--- src/rtl/cpu_mm_bridge.sv ---
module cpu_mm_bridge #(
  parameter int AW = 16,
  parameter int DW = 32,
  parameter int RD_LAT = 2
) (
  input  logic          clk,
  input  logic          rst,
  input  logic [AW-1:0] cpu_addr,
  input  logic [DW-1:0] cpu_wdata,
  input  logic          cpu_rd,
  input  logic          cpu_wr,
  output logic [DW-1:0] cpu_rdata,
  output logic [1:0]    cpu_left,
  output logic [AW-1:0] mm_addr,
  output logic [DW-1:0] mm_wdata,
  output logic          mm_rd,
  output logic          mm_wr,
  input  logic          mm_wait,
  input  logic [DW-1:0] mm_rdata
);
  localparam int LW = (RD_LAT < 1) ? 1 : $clog2(RD_LAT + 1);
  localparam logic [LW-1:0] LAT_V = LW'(RD_LAT);
  localparam logic [1:0] ACC_CNT = (RD_LAT + 1 > 3) ? 2'd3 : 2'(RD_LAT + 1);

  logic          pend;
  logic [AW-1:0] q_addr;
  logic [DW-1:0] q_wdata;
  logic          q_rd, q_wr;
  logic [LW-1:0] lat_cnt;
  logic [LW+1:0] lat_ext;

  wire idle     = !pend && (lat_cnt == '0);
  wire start    = !rst && idle && (cpu_rd || cpu_wr);
  wire start_rd = start && cpu_rd;
  wire start_wr = start && !cpu_rd;

  assign mm_addr  = pend ? q_addr  : cpu_addr;
  assign mm_wdata = pend ? q_wdata : cpu_wdata;
  assign mm_rd    = pend ? q_rd    : start_rd;
  assign mm_wr    = pend ? q_wr    : start_wr;

  wire active    = mm_rd || mm_wr;
  wire rd_accept = mm_rd && !mm_wait;
  wire capture   = (lat_cnt == LW'(1));

  always_ff @(posedge clk) begin
    if (rst) begin
      pend    <= 1'b0;
      q_addr  <= '0;
      q_wdata <= '0;
      q_rd    <= 1'b0;
      q_wr    <= 1'b0;
      lat_cnt <= '0;
    end else begin
      if (start) begin
        q_addr  <= cpu_addr;
        q_wdata <= cpu_wdata;
        q_rd    <= start_rd;
        q_wr    <= start_wr;
      end
      if (start && mm_wait)
        pend <= 1'b1;
      else if (pend && !mm_wait)
        pend <= 1'b0;
      if (rd_accept)
        lat_cnt <= LAT_V;
      else if (lat_cnt != '0)
        lat_cnt <= lat_cnt - LW'(1);
    end
  end

  always_ff @(posedge clk) begin
    if (rst)
      cpu_rdata <= '0;
    else if (capture)
      cpu_rdata <= mm_rdata;
  end

  assign lat_ext = {2'b00, lat_cnt};

  always_comb begin
    if (lat_cnt != '0)
      cpu_left = (lat_ext > (LW+2)'(3)) ? 2'd3 : lat_ext[1:0];
    else if (active && mm_wait)
      cpu_left = 2'd3;
    else if (mm_rd)
      cpu_left = ACC_CNT;
    else if (mm_wr)
      cpu_left = 2'd1;
    else
      cpu_left = 2'd0;
  end
endmodule

--- config.mk ---
export PLATFORM = sky130hd
export DESIGN_NAME = cpu_mm_bridge
export DESIGN_NICKNAME = d
export VERILOG_FILES = /design/src/rtl/cpu_mm_bridge.sv
export SDC_FILE = /design/constraint.sdc
export NUM_CORES = 1
export LEC_CHECK = 0
export ABC_AREA = 1
export BUFFER_PORTS_ARGS = -buffer_cell sky130_fd_sc_hd__buf_2
export CORE_MARGIN = 2
export CORE_UTILIZATION = 50
export DETAILED_ROUTE_END_ITERATION = 10
export HOLD_SLACK_MARGIN = 0.1
export PLACE_DENSITY = 0.95
export SETUP_SLACK_MARGIN = 0.02
export SLEW_MARGIN = 10
export SYNTH_ARGS = -nofsm -noshare
export SYNTH_HDL_FRONTEND = slang
export SYNTH_SLANG_ARGS = --single-unit
--- constraint.sdc ---
create_clock -name clk -period 2.1 [get_ports clk]
set_clock_uncertainty 0.2 [all_clocks]
set_input_delay 0 -clock clk [delete_from_list [all_inputs] [get_ports clk]]
set_output_delay 0 -clock clk [all_outputs]
set_load 0.02 [all_outputs]
==> Word-level counts from Yosys, hierarchy flattened <==
Cells that the tools add are included.
Widths: inputs -> output; s select.
{ "word_totals": {"ramBits": 0, "register_bits": 85, "rom_bits": 0, "output_inout_bits": 84, "mem_count": 0, "in_bits": 85, "elab_cells": 44, "latchBits": 0} }
{ "classes": {"bitwise_logic": 0, "reduce_logical": 20, "shift": 0, "add_sub_neg": 1, "n_mux": 13, "magnitude_cmp": 1, "n_eq_ne": 1, "n_mul": 0, "n_div": 0} }
{ "op_table": {"columns": ["op", "count"], "rows": [
  ["$mux 32", 1],
  ["$mux 16", 1],
  ["$mux 2", 6],
  ["$logic_and 1x1->1", 9],
  ["$reduce_bool 2->1", 3],
  ["$mux 1", 5],
  ["$logic_not 1->1", 4],
  ["$eq 2x1->1 const B", 1],
  ["$gt 2x2->1 const B", 1],
  ["$logic_not 2->1", 1],
  ["$logic_or 1x1->1", 2],
  ["$reduce_or 2->1", 1],
  ["$sub 2x1->2 const B", 1]
]} }

==> Depth between registers and ports, before layout <==
{ "depth": {"depth_word": 10, "depth_mapped": 8} }

==> Worst setup path before layout <==
Ideal clock, no wire load.
{ "synth_timing": {"path_type": "reg-to-output", "startpoint": "reg pend", "endpoint": "out mm_addr[15]", "stages_incl_launch_ff": 5, "t_required_ns": 1.900, "arrival_ns": 1.349, "setup_slack_ns": 0.551, "path_cell_list": "dfxtp_1 inv_1 clkbuf_1 buf_2 o21ai_0"} }
{ "synth_between": {"elab_chain_cells": 1} }
{ "synth_rtl": {"columns": ["element", "line", "text"], "rows": [
  ["start: declaration", "25", "logic pend;"],
  ["start signal: assignment", "48", "pend <= 1'b0;"],
  ["start signal: assignment", "62", "pend <= 1'b1;"],
  ["start signal: assignment", "64", "pend <= 1'b0;"],
  ["$mux 16", "37", "assign mm_addr = pend ? q_addr : cpu_addr;"],
  ["end: declaration", "14", "output logic [AW-1:0] mm_addr,"]
]} }
No other way between the ends.

==> Worst setup path in the final report <==
{ "layout_timing": {"startpoint": "reg lat_cnt[0]", "endpoint": "reg pend"} }
{ "layout_between": {"elab_chain_cells": 6, "elab_cells_between_ends": 7, "classes_between": "mux: 1; reduce/logical: 6"} }
{ "layout_rtl": {"columns": ["element", "line", "text"], "rows": [
  ["start: declaration", "29", "logic [LW-1:0] lat_cnt;"],
  ["start signal: assignment", "68", "lat_cnt <= lat_cnt - LW'(1);"],
  ["$logic_not 2->1 *", "32", "wire idle = !pend && (lat_cnt == '0);"],
  ["$logic_and 1x1->1 *", "32", null],
  ["$logic_and 1x1->1 * (2 in a row)", "33", "wire start = !rst && idle && (cpu_rd || cpu_wr);"],
  ["$logic_and 1x1->1 *", "61", "if (start && mm_wait)"],
  ["$mux 1 or $reduce_bool 2->1 (tied branches)", null, null]
]} }
Every way passes the cells marked *; elsewhere a longest branch is shown, timed or not.
A chain may end at the register's enable or synchronous reset.

==> flow_metrics.env <==
export IMPL_ys_seq_elements=85
export IMPL_ios=169
export IMPL_dr_pass1_iters=4
export IMPL_rsz0062_at_grt="no"
export IMPL_cts_root_buf="clkbuf_8"
export IMPL_synth_compound_area_share_pct=23.6
export IMPL_ys_warn_count=0
export IMPL_yosysSeqAreaShare_pct=45.9
export IMPL_start_kind="flip-flop"
export IMPL_cp_cell_sequence="nor2_4, nand3_4, buf_16, a211oi_1, dlygate4sd3_1"
export IMPL_gp_congestion=0.795
export IMPL_status="finished, final reports clean"
export IMPL_setup_viol=0
export IMPL_grt_max_degree=99
export IMPL_vias=4343
export IMPL_relSlewSlack_pct=36.2
export IMPL_fin_setup_tns_ns=0
export IMPL_synthSimpleGateAreaFrac_pct=20.2
export IMPL_critPathArrivalTime_ns=2.05
export IMPL_synthXorXnorAreaFrac_pct=0
export IMPL_clock_sinks=85
export IMPL_syn_nets=581
export IMPL_die_h_um=90.1
export IMPL_htreeDepth=3
export IMPL_clkTransAtPathRegs_ns=0.10
export IMPL_hold_viol=0
export IMPL_gr_total_overflow=0
export IMPL_die_w_um=90.1
export IMPL_wl_met2_um=6580
export IMPL_drive_above_1_share_pct=29.7
export IMPL_yosys_mux_area_fraction_pct=0
export IMPL_synth_fa_ha_area_share_pct=0
export IMPL_critPathBufInv=2
export IMPL_grt_first_pass_wirelength_um=20100
export IMPL_wl_um=12500
export IMPL_syn_to_final_growth_pct=54.5
export IMPL_clk_path_buf_depth=2
export IMPL_hpwl_um=6750
export IMPL_tightest_slew_ns=0.956
export IMPL_viasPerCell=5.17
export IMPL_synthesis_area_sq_mm=0.00371
export IMPL_fp_coreArea_sq_mm=0.00721
export IMPL_min_path_type="input pin to flip-flop"
export IMPL_post_drt_wl_per_cell_um=14.9
export IMPL_end_kind="flip-flop"
export IMPL_maxCapViolCount=0
export IMPL_antenna_cells=0
export IMPL_synth_top_family_by_area="compound AO/OA/AOI/OAI gates"
export IMPL_synth_avg_cell_area_sq_um=7.48
export IMPL_powerDensity_mw_per_mm2=670
export IMPL_synthCells=496
export IMPL_critical_path_top_delay_family="buffers and inverters"
export IMPL_fillers=456
export IMPL_drt_initial_drc_count=232
export IMPL_ir_worst_vdd_mv=0.526
export IMPL_max_freq_mhz=508
export IMPL_numCtsBuffers=9
export IMPL_die_area_sq_mm=0.00812
export IMPL_num_rows=31
export IMPL_worst_path_max_fanout=49
export IMPL_p_leak_nw=2.64
export IMPL_crit_slowest_cell="dlygate4sd3_1"
export IMPL_route_detailed_drc=0
export IMPL_period_minus_slack_ns=1.97
export IMPL_post_route_util_pct=79.4
export IMPL_finalCritPeriodShare_pct=93.7
export IMPL_first_global_vias=4411
export IMPL_met3_length_um=666
export IMPL_antenna_found_initial=0
export IMPL_cts_tree="yes"
export IMPL_final_cell_mix="167 x buf_2, 128 x nand2_1, 88 x dlygate4sd3_1"
export IMPL_yosys_cell_types_count=17
export IMPL_top_layer_used="met4"
export IMPL_drv_slew=0
export IMPL_grt_use_total_pct=30.1
export IMPL_clkLatencyLatePin_ns=0.34
export IMPL_final_nets=821
export IMPL_critPathKind="flip-flop to flip-flop"
export IMPL_required_ns=2.18
export IMPL_initial_core_util_pct=51.4
export IMPL_final_common_cell="buf_2"
export IMPL_io_buffer_count=168
export IMPL_critPathMaxStageDelay_ns=0.58
export IMPL_wl_met1_um=4570
export IMPL_ant_nets=0
==> kinds of logic after synthesis <==
kind of cell	Yosys count
simple gates	188
flops	85
compound gates	131
buf+inv	92
==> layout make-up <==
cell class	instances	area, sq um	area share, %
clock buffers	9	124	2.16
clock inverters	7	97.6	1.70
inverters	56	213	3.71
multi-input cells	319	1630	28.4
flip-flops and latches	85	1700	29.7
well taps	99	124	2.16
repair buffers	265	1840	32.1
==> synthesized netlist by cell type <==
library cell | count | area (sq um)
nand2_1 | 128 | 480
dfxtp_1 | 85 | 1700
inv_1 | 56 | 210
nor2_1 | 50 | 188
o21ai_0 | 47 | 235
a21oi_1 | 36 | 180
a211oi_1 | 28 | 210
a211oi_2 | 20 | 250
buf_2 | 17 | 85.1
clkbuf_1 | 17 | 63.8
nand4_1 | 3 | 18.8
buf_6 | 2 | 22.5
nand3_1 | 2 | 10.0
nor2_4 | 2 | 22.5
and3_1 | 1 | 6.26
nand3_4 | 1 | 17.5
nor2_2 | 1 | 6.26
==> through the flow <==
step	instances	power [mW]	hold slack, ns	worst slack, ns	cell area [sq um]
CTS	837	3.80	0.237	0.0647	5680
global route	840	4.00	0.248	0.0161	5730
floorplan	496	2.18	-0.0527	0.551	3710
finish	840	3.84	0.249	0.132	5730
global placement	733	2.38	0.0552	0.456	4570
detailed placement	733	2.41	0.0605	0.331	4570
==> path summary, 6_finish.rpt <==
| check | from | endpoint | slack [ns] | depth (start not counted) |
|---|---|---|---|---|
| worst max-delay path | lat_cnt[0] | pend | 0.13 | 5 |
| worst min-delay path | mm_rdata[18] | cpu_rdata[18] | 0.25 | 4 |
| worst max register to register | lat_cnt[0] | pend | 0.13 | 5 |
| worst min register to register | q_wdata[1] | q_wdata[1] | 0.26 | 2 |
==> routing by layer <==
layer,GRT usage (%),up-vias
met3,5.36,73
met4,20.9,0
met1,31.0,1972
met2,55.0,218
met5,0,-
li1,-,2080
==> worst register-to-register path, cell delays in order (launching register included) <==
cell and delay, ns:
dfxtp_1 0.36, nor2_4 0.20, nand3_4 0.14, buf_16 0.22
a211oi_1 0.21, dlygate4sd3_1 0.58
==> where the power goes <==
| part | total [mW] | switching [mW] | internal [mW] |
|---|---|---|---|
| clock network | 1.29 | 0.614 | 0.675 |
| logic | 0.820 | 0.467 | 0.353 |
| registers | 1.73 | 0.0299 | 1.70 |
| total | 3.84 | 1.11 | 2.73 |
==> registers in the layout, indices dropped and copies added, names as in the netlist <==
name,count
cpu_rdata,32
lat_cnt,2
pend,1
q_addr,16
q_rd,1
q_wdata,32
q_wr,1
==> repair_timing <==
item                                    CTS  global route
gates resized for setup                   0             5
hold endpoints to repair                 85             0
endpoints found under the setup margin    0            13
setup buffers                             0             2
hold buffers                             88             0
No activity file was read; power rests on OpenSTA's default activity.
